### src/rtl/shifter_pkg.sv
package shifter_pkg;
  typedef struct packed {
    logic loadData;
    logic shiftData;
    logic shiftAck;
    logic outData;
    logic outRelease;
  } shiftStrobes_t;
endpackage

### src/rtl/shifter_ctrl.sv
module shifter_ctrl
  import shifter_pkg::*;
#(
  parameter int DATA_W = 8
) (
  input  logic          clk,
  input  logic          rstN,
  input  logic          cpuLoad,
  input  logic          xferStart,
  input  logic          shiftIn,
  input  logic          shiftOut,
  output shiftStrobes_t strb,
  output logic          byteDone
);
  localparam int CNT_W = $clog2(DATA_W + 2);
  localparam logic [CNT_W-1:0] ACK_SLOT = CNT_W'(DATA_W);
  localparam logic [CNT_W-1:0] FINISHED = CNT_W'(DATA_W + 1);

  logic [CNT_W-1:0] bitCnt;
  logic inData;
  logic inAck;
  logic restart;

  assign inData  = bitCnt < ACK_SLOT;
  assign inAck   = bitCnt == ACK_SLOT;
  assign restart = cpuLoad | xferStart;

  always_comb begin
    strb.loadData   = cpuLoad;
    strb.shiftData  = shiftIn & ~restart & inData;
    strb.shiftAck   = shiftIn & ~restart & inAck;
    strb.outData    = shiftOut & inData;
    strb.outRelease = shiftOut & ~inData;
  end

  always_ff @(posedge clk) begin
    if (!rstN) begin
      bitCnt   <= '0;
      byteDone <= 1'b0;
    end else begin
      byteDone <= strb.shiftAck;
      if (restart)             bitCnt <= '0;
      else if (strb.shiftData) bitCnt <= bitCnt + 1'b1;
      else if (strb.shiftAck)  bitCnt <= FINISHED;
    end
  end

  // the counter stops at the finished state
  p_cnt_range_r9: assert property (@(posedge clk) disable iff (!rstN)
    bitCnt <= FINISHED);
  // a load always clears the counter
  p_load_clears_r2: assert property (@(posedge clk) disable iff (!rstN)
    cpuLoad |=> bitCnt == '0);
  // completion pulse lasts one cycle
  p_done_single_r5: assert property (@(posedge clk) disable iff (!rstN)
    byteDone |=> !byteDone);
  // start clears the counter
  p_start_clears_r10: assert property (@(posedge clk) disable iff (!rstN)
    xferStart |=> bitCnt == '0);
endmodule

### src/rtl/shifter_datapath.sv
module shifter_datapath
  import shifter_pkg::*;
#(
  parameter int DATA_W = 8
) (
  input  logic              clk,
  input  logic              rstN,
  input  shiftStrobes_t     strb,
  input  logic [DATA_W-1:0] wrData,
  input  logic              sdaIn,
  output logic [DATA_W-1:0] dataReg,
  output logic              ackBit,
  output logic              outBuf
);
  always_ff @(posedge clk) begin
    if (!rstN) begin
      dataReg <= '0;
      ackBit  <= 1'b0;
      outBuf  <= 1'b1;
    end else begin
      if (strb.loadData)       dataReg <= wrData;
      else if (strb.shiftData) dataReg <= {dataReg[DATA_W-2:0], sdaIn};
      if (strb.shiftAck)       ackBit <= sdaIn;
      if (strb.outData)        outBuf <= dataReg[DATA_W-1];
      else if (strb.outRelease) outBuf <= 1'b1;
    end
  end

  // acknowledge capture leaves data bits untouched
  p_ack_keeps_data_r4: assert property (@(posedge clk) disable iff (!rstN)
    strb.shiftAck && !strb.loadData |=> $stable(dataReg));
  // release strobe always leaves the line released
  p_release_high_r7: assert property (@(posedge clk) disable iff (!rstN)
    strb.outRelease |=> outBuf);
  // data shifts never disturb the acknowledge flag
  p_shift_keeps_ack_r3: assert property (@(posedge clk) disable iff (!rstN)
    strb.shiftData |=> $stable(ackBit));
endmodule

### src/rtl/i2c_byte_shifter.sv
module i2c_byte_shifter
  import shifter_pkg::*;
#(
  parameter int DATA_W = 8
) (
  input  logic              clk,
  input  logic              rstN,
  input  logic              cpuLoad,
  input  logic [DATA_W-1:0] cpuWrData,
  output logic [DATA_W-1:0] cpuRdData,
  input  logic              xferStart,
  input  logic              shiftIn,
  input  logic              shiftOut,
  input  logic              sdaIn,
  output logic              sdaDriveLow,
  output logic              ackFlag,
  output logic              byteDone
);
  shiftStrobes_t strb;
  logic outBuf;

  shifter_ctrl #(.DATA_W(DATA_W)) u_ctrl (
    .clk(clk), .rstN(rstN), .cpuLoad(cpuLoad), .xferStart(xferStart),
    .shiftIn(shiftIn), .shiftOut(shiftOut), .strb(strb), .byteDone(byteDone)
  );

  shifter_datapath #(.DATA_W(DATA_W)) u_dp (
    .clk(clk), .rstN(rstN), .strb(strb), .wrData(cpuWrData), .sdaIn(sdaIn),
    .dataReg(cpuRdData), .ackBit(ackFlag), .outBuf(outBuf)
  );

  assign sdaDriveLow = ~outBuf;

  // completion only follows the acknowledge capture
  p_done_after_ack_r5: assert property (@(posedge clk) disable iff (!rstN)
    byteDone |-> $past(shiftIn) && !$past(cpuLoad) && !$past(xferStart));
endmodule

### config.mk
export PLATFORM = sky130hd
export DESIGN_NAME = i2c_byte_shifter
export DESIGN_NICKNAME = d
export VERILOG_FILES = /design/src/rtl/shifter_pkg.sv /design/src/rtl/shifter_ctrl.sv /design/src/rtl/shifter_datapath.sv /design/src/rtl/i2c_byte_shifter.sv
export SDC_FILE = /design/constraint.sdc
export NUM_CORES = 1
export LEC_CHECK = 0
export ABC_CLOCK_PERIOD_IN_PS = 1950
export BUFFER_PORTS_ARGS = -buffer_cell sky130_fd_sc_hd__buf_2
export CORE_MARGIN = 5
export CORE_UTILIZATION = 45
export CTS_CLUSTER_SIZE = 8
export DETAILED_ROUTE_END_ITERATION = 8
export PLACE_DENSITY = 0.84
export SYNTH_ARGS = -nofsm -noshare
export SYNTH_HDL_FRONTEND = slang
export SYNTH_SLANG_ARGS = --single-unit
### constraint.sdc
create_clock -name clk -period 1.95 [get_ports clk]
set_clock_uncertainty 0.15 [all_clocks]
set_input_delay 0.4875 -clock clk [delete_from_list [all_inputs] [get_ports clk]]
set_output_delay 0.4875 -clock clk [all_outputs]
set_load 0.01 [all_outputs]
Word level (Yosys, flattened, before mapping)
Index checks and enable logic that the tools add are counted.
Storage, ports and cells
  logic and storage cells: 28
  flip-flop bits (word level): 15
  input port bits: 15
  output and inout port bits: 11
Operators by class
  bitwise gates (word level): 10
  eq/ne operators: 1
  mux-type cells: 6
  add/sub/neg operators: 1
  order comparisons: 1
  reduce and logical (&&, ||, !) cells: 4
Operator list (count)
  $mux W8: 2
  $mux W4: 2
  $reduce_bool A2 Y1: 3
  $and A1 B1 Y1: 5
  $add A4 B1 Y4 const B: 1
  $eq A4 B4 Y1 const B: 1
  $lt A4 B4 Y1 const B: 1
  $not A1 Y1: 4
  $mux W1: 2
  $reduce_or A2 Y1: 1
  $or A1 B1 Y1: 1

Longest topological paths before layout
Gate-level depths: netlist of run 1.
  word-level depth: 6
  mapped depth: 5
  depth with buffers taken out: 5

Hierarchy
A second synthesis of run 1 with hierarchy kept.
Unflattened totals
  cell total of the unflattened synthesis: 73
  area total of the unflattened synthesis: 804.5 um^2
By module, submodules not included
  shifter_datapath: cells an instance 42, sequential area each 200.2 um^2, area each 513.0 um^2, times used 1
  shifter_ctrl: cells an instance 30, sequential area each 100.1 um^2, area each 287.8 um^2, times used 1
  i2c_byte_shifter: cells an instance 1, sequential area each 0.0 um^2, area each 3.8 um^2, times used 1

Worst setup path after synthesis of run 1
Ideal clock, no wire load.
  path type: input port to flip-flop
  from: input port cpuLoad
  to: register u_dp.dataReg[1]
  slack: 0.307 ns
  data arrival time: 1.374 ns
  buffers on the path: 1
  stages on the path: 4
  required time: 1.681 ns
  path through: or4b_1 buf_2 o221ai_1 nor2_1
On the way
  cells in the longest elaborated chain, start to end: 5
  elaborated cells on any way between the ends: 6
RTL lines
  from (decl): line i2c_byte_shifter.sv:8  | input logic cpuLoad,
  $or A1 B1 Y1: line shifter_ctrl.sv:26  | assign restart = cpuLoad | xferStart;
  $not A1 Y1: line shifter_ctrl.sv:30  | strb.shiftData = shiftIn & ~restart & inData;
  $and A1 B1 Y1 (2 in a row): line shifter_ctrl.sv:30
  $reduce_bool A2 Y1 (no source line)
  to (signal assigned): line shifter_datapath.sv:21  | if (strb.loadData) dataReg <= wrData;
  to (signal assigned): line shifter_datapath.sv:22  | else if (strb.shiftData) dataReg <= {dataReg[DATA_W-2:0], sdaIn};
  to (decl): line shifter_datapath.sv:11  | output logic [DATA_W-1:0] dataReg,
Several ways; a longest one is shown, not always the timed one.
A chain may end at the register's enable or synchronous reset.

Worst setup path in the final report of run 1
  from: register u_ctrl.bitCnt[3]
  to: register u_ctrl.bitCnt[2]
On the way
  cells in the longest elaborated chain, start to end: 3
  elaborated cells on any way between the ends: 6
RTL lines
  from (decl): line shifter_ctrl.sv:19  | logic [CNT_W-1:0] bitCnt;
  from (signal assigned): line shifter_ctrl.sv:43  | else if (strb.shiftData) bitCnt <= bitCnt + 1'b1;
  $lt A4 B4 Y1 / $eq A4 B4 Y1 (equally long branches): line shifter_ctrl.sv:24, shifter_ctrl.sv:25
  $and A1 B1 Y1 (on tied branches): line shifter_ctrl.sv:30, shifter_ctrl.sv:31
  $mux W4 / $reduce_bool A2 Y1 (equally long branches)
Several ways; a longest one is shown, not always the timed one.

==> flow_summary.ini, run 1 <==
[synth]
syn_inst = 79
synthMostInstantiatedCell = dfxtp_1
synth_top_cell_by_area = dfxtp_1
synth-edff-count = 0
ys_types = 23
synth_top_area_frac = 0.456
synth_warnings = 0
synthArstFlopShare = 0
synth.cell_area_um2 = 658
synth_ff_type = dfxtp_1
seq_area_frac_synth = 0.456
yosys-top-cells-count = dfxtp_1 (15), nor3_1 (13), nor2_1 (11)
yosys-top-cells-area = dfxtp_1 (46%), nor3_1 (9.9%), nor2_1 (6.3%)
synth_area_per_cell_um2 = 8.33
ys_ff_latch = 15
synthesis.nets = 96

[setup_path]
timing.rr.start = u_ctrl.bitCnt[3]
setup.worst_path.end_class = flop
path_class = flop to flop
crit_start = u_ctrl.bitCnt[3]
worstPathRequired_ps = 1980
start_kind = flop
cp.arrival_ps = 1670
cp_cell_sequence = or4b_1, buf_4, o21ai_0, a21oi_1
slowest_stage = or4b_1
max_stage_delay_ps = 600
crit_fanout = 7

[global_routing]
grtUsageTotal = 0.149
grt_max_degree = 15
grt_antenna_before_repair = 0
grt_pass1_vias = 584
grt_pass1_wl_um = 2400
grt_overflow = 0

[route]
drt_pass1_iterations = 4
first_iter_violations = 10
routed_wl_um = 1550
wire_per_inst_um = 12.5
antenna_left = 0
num_vias = 668
viasPerCell = 5.39
drc = 0

[worst_hold_path]
hold_path.class = primary input to flop
min-delay-start = sdaIn

[floorplan]
ios = 26
start_util = 0.487
core-area_mm2 = 0.00135
fp-row-count = 13
die_area_mm2 = 0.00233
die_w_um = 48.2
die_h_um = 48.2

[cts]
clock_latency_ps = 280
cts_num_sinks = 15
clock_tree.root_cell = clkbuf_4
cts_buffer_depth = 2
post_cts_buffers = 0
h-tree-depth = 1
clk_pin_slew_ps = 90
cts_buffers = 3
ctsResizeCount = 0
cts_hold_buffers = 0
cts_tree = built

[sta]
hold_violations = 0
slew_headroom = 0.843
fin_tns_setup_ps = 0
drv_slew = 0
setup_violations = 0
finalCritPeriodShare = 0.842
rsz0062_at_grt = no
layout_min_cycle_time_ps = 1640
holdWs_ps = 312
worst_slew_pin_slew_ps = 235
fmax_mhz = 609

[placement]
placed_area_um2 = 828
dp_hpwl_um = 1200
io_buffers = 25
dpl.cell_count = 120
gp_congestion = 0.761

[power_and_ir_drop]
p_per_area_mw_per_mm2 = 694
total_power_w = 0.000594
ir_drop_uv = 450
p_leak_nw = 0.402

[layout]
stdcell_count = 124
nets = 127
fillers = 131
drive_gt1_frac = 0.330
diodes = 0
fin_area_um2 = 856
area_growth_pct = 30.0

[outcome]
status = finished clean

[flow_run]
drv_cap = 0
-- layer usage --
metal / track usage / up-vias / routed length (µm)
met5: 0 / - / 0
met4: 0.0968 / 0 / 38
met3: 0.0332 / 5 / 90
met2: 0.237 / 18 / 740
met1: 0.178 / 302 / 679
li1: - / 343 / -
-- area by class of cell --
cell class              instances  area, µm²  share of cell area
multi-input cells              55        328               0.383
flip-flops and latches         15        300               0.351
repair buffers                 30        163               0.190
clock buffers                   3       22.5              0.0263
inverters                       5       18.8              0.0219
well taps                      15       18.8              0.0219
clock inverters                 1       5.00             0.00585
-- stage by stage --
| stage | setup WS [ps] | util |
|---|---|---|
| CTS | 324 | 0.634 |
| finish | 309 | 0.634 |
| global placement | 135 | 0.614 |
| global route | 256 | 0.634 |
| detailed placement | 99.6 | 0.614 |
| floorplan | 307 | - |
-- final timing paths --
check	endpoint	slack, ps	cells after the start
worst min-delay path	u_dp.ackBit	310	3
worst max register to register	u_ctrl.bitCnt[2]	310	4
worst min register to register	u_dp.ackBit	320	2
worst max-delay path	u_ctrl.bitCnt[2]	310	4
-- worst max-delay path, delay by kind of cell, from the launching register on --
family	cells	cell delay [ps]
AND/OR/NAND/NOR	1	600
buffers and inverters	1	190
flip-flops	1	360
AO/OA/AOI/OAI	2	240
-- power by group --
part / switching (W) / internal [W] / total [W] / leakage (nW)
sequential: 0.0000104 / 0.000321 / 0.000331 / 0.123
combinational: 0.0000461 / 0.0000421 / 0.0000882 / 0.262
clock: 0.0000982 / 0.0000762 / 0.000174 / 0.0177
-- cells in the final DEF (no fill, tap or decap), types with 2 or more instances in the layout --
master,count
buf_2,25
dfxtp_1,15
nor3_1,13
nor2_1,11
o21ai_0,8
inv_1,5
buf_4,5
o221ai_1,3
clkbuf_4,3
and3_1,2
a21oi_1,2
nand2_1,2
nand4_1,2
ha_1,2
-- logic make-up after synthesis --
kind of cell,count (synthesis),synth area share
simple gates,37,0.297
compound gates,15,0.139
flops,15,0.456
buf+inv,9,0.0551
fa+ha+maj,2,0.0380
mux,1,0.0152
-- flip-flops by register name, indices dropped and copies added, names as in the netlist --
register	flops
u_ctrl.bitCnt	4
u_ctrl.byteDone	1
u_dp.ackBit	1
u_dp.dataReg	8
u_dp.outBuf	1
(Power assumes the default switching activity.)
==> run 2, diff against run 1 <==
--- a/config.mk
+++ b/config.mk
@@ -5,7 +5,7 @@
 export SDC_FILE = /design/constraint.sdc
 export NUM_CORES = 1
 export LEC_CHECK = 0
-export ABC_CLOCK_PERIOD_IN_PS = 1950
+export ABC_CLOCK_PERIOD_IN_PS = 1590
 export BUFFER_PORTS_ARGS = -buffer_cell sky130_fd_sc_hd__buf_2
 export CORE_MARGIN = 5
 export CORE_UTILIZATION = 45
==> constraint.sdc (replaced) <==
create_clock -name clk -period 1.59 [get_ports clk]
set_clock_uncertainty 0.15 [all_clocks]
set_input_delay 0.3975 -clock clk [delete_from_list [all_inputs] [get_ports clk]]
set_output_delay 0.3975 -clock clk [all_outputs]
set_load 0.01 [all_outputs]
==> run 2 against run 1 <==
Compared with the run above: maximum frequency up 7.1%; non-clock buffer count up 6; largest cell class unchanged; global-route usage up 1.6 points; critical endpoint is now u_dp.dataReg[1].
==> flow_summary.ini, run 2 (synthesis results as in run 1) <==
[outcome]
status = finished clean

[power_and_ir_drop]
ir_drop_uv = 514
total_power_w = 0.000744
p_per_area_mw_per_mm2 = 826
p_leak_nw = 0.431

[global_routing]
met1_usage = 0.188
grt.busiest_layer = met2
grt_max_degree = 15
grt_use_met2 = 0.268
grt_antenna_before_repair = 0
grt_overflow = 0
use_met3 = 0.0664
grtUsageTotal = 0.165
grt_pass1_wl_um = 2650
grt_pass1_vias = 635

[floorplan]
ios = 26
fp-row-count = 13
die_h_um = 48.2
start_util = 0.487
die_w_um = 48.2
die_area_mm2 = 0.00233
core-area_mm2 = 0.00135

[cts]
post_cts_buffers = 0
clock_latency_ps = 280
h-tree-depth = 1
clock_tree.root_cell = clkbuf_4
cts_num_sinks = 15
cts_buffer_depth = 2
clk_pin_slew_ps = 90
cts_hold_buffers = 0
cts_tree = built
ctsResizeCount = 0
cts_buffers = 3

[route]
first_iter_violations = 15
drc = 0
viasPerCell = 5.38
routed_wl_um = 1690
wire_per_inst_um = 13.0
antenna_left = 0
drt_pass1_iterations = 4
num_vias = 699

[sta]
layout_min_cycle_time_ps = 1530
fmax_mhz = 653
slew_headroom = 0.820
setup_violations = 0
finalCritPeriodShare = 0.964
hold_violations = 0
rsz0062_at_grt = no
worst_slew_pin_slew_ps = 270
drv_slew = 0
fin_ws_ps = 57.4

[layout]
stdcell_count = 130
largest_register_ffs = 8
largest_register = u_dp.dataReg
fin_area_um2 = 901
final_common_cell = buf_2
final_cell_mix = buf_2 (25), dfxtp_1 (14), nor3_1 (13), nor2_1 (11), buf_4 (11)
nets = 133
area_growth_pct = 36.9
reg.largest.list = u_dp.dataReg (8), u_ctrl.bitCnt (4)
drive_gt1_frac = 0.365
diodes = 0
fillers = 118
fin_util = 0.667

[setup_path]
path_class = flop to flop
cp.arrival_ps = 1560
start_kind = flop
setup.worst_path.end_class = flop
ff2ff_path_depth = 4
crit_fanout = 10
worstPathRequired_ps = 1620

[placement]
place_ws_ps = -136
gp_congestion = 0.778
placed_area_um2 = 873
dpl.cell_count = 126
io_buffers = 25

[worst_hold_path]
hold_depth = 3
hold_path.class = primary input to flop

[flow_run]
drv_cap = 0
run 2: cell count changes in the layout (fill, tap and decap cells not counted), sizes merged:
| cell | delta |
|---|---|
| clkinv | -1 |
| buf | +6 |
| clkbuf | +1 |
run 2: cell type report:
type	instances	area, µm²	area share
inverters	5	18.8	0.0208
repair buffers	36	208	0.231
multi-input cells	55	328	0.364
well taps	15	18.8	0.0208
flip-flops and latches	15	302	0.335
clock buffers	4	26.3	0.0292
run 2: per-stage QoR:
stage / setup TNS (ps) / hold slack, ps
floorplan: 0 / 309
global placement: -597 / 291
detailed placement: -876 / 313
CTS: 0 / 226
global route: 0 / 248
finish: 0 / 224
run 2: layer usage:
| layer | part of all wire | vias up |
|---|---|---|
| met5 | 0 | - |
| li1 | - | 354 |
| met3 | 0.073 | 4 |
| met1 | 0.41 | 312 |
| met4 | 0.022 | 0 |
| met2 | 0.50 | 29 |
run 2: final timing paths:
path	end	slack (ps)	from
worst min-delay path	u_dp.ackBit	220	sdaIn
worst max register to register	u_dp.dataReg[1]	60	u_ctrl.bitCnt[3]
worst min register to register	u_dp.ackBit	320	u_dp.ackBit
worst max-delay path	u_dp.dataReg[1]	60	u_ctrl.bitCnt[3]
run 2: critical path, stage by stage, from the launching register on:
cell and delay, ps:
dfxtp_1 320, or4b_1 530, buf_4 190, o221ai_1 170, nor2_1 70
run 2: report_power, final:
group | total (W) | internal, W | leakage [nW] | switching (W)
clock | 0.000221 | 0.0000973 | 0.0150 | 0.000124
combinational | 0.000117 | 0.0000577 | 0.292 | 0.0000592
sequential | 0.000406 | 0.000394 | 0.124 | 0.0000121
total | 0.000744 | 0.000549 | 0.431 | 0.000195
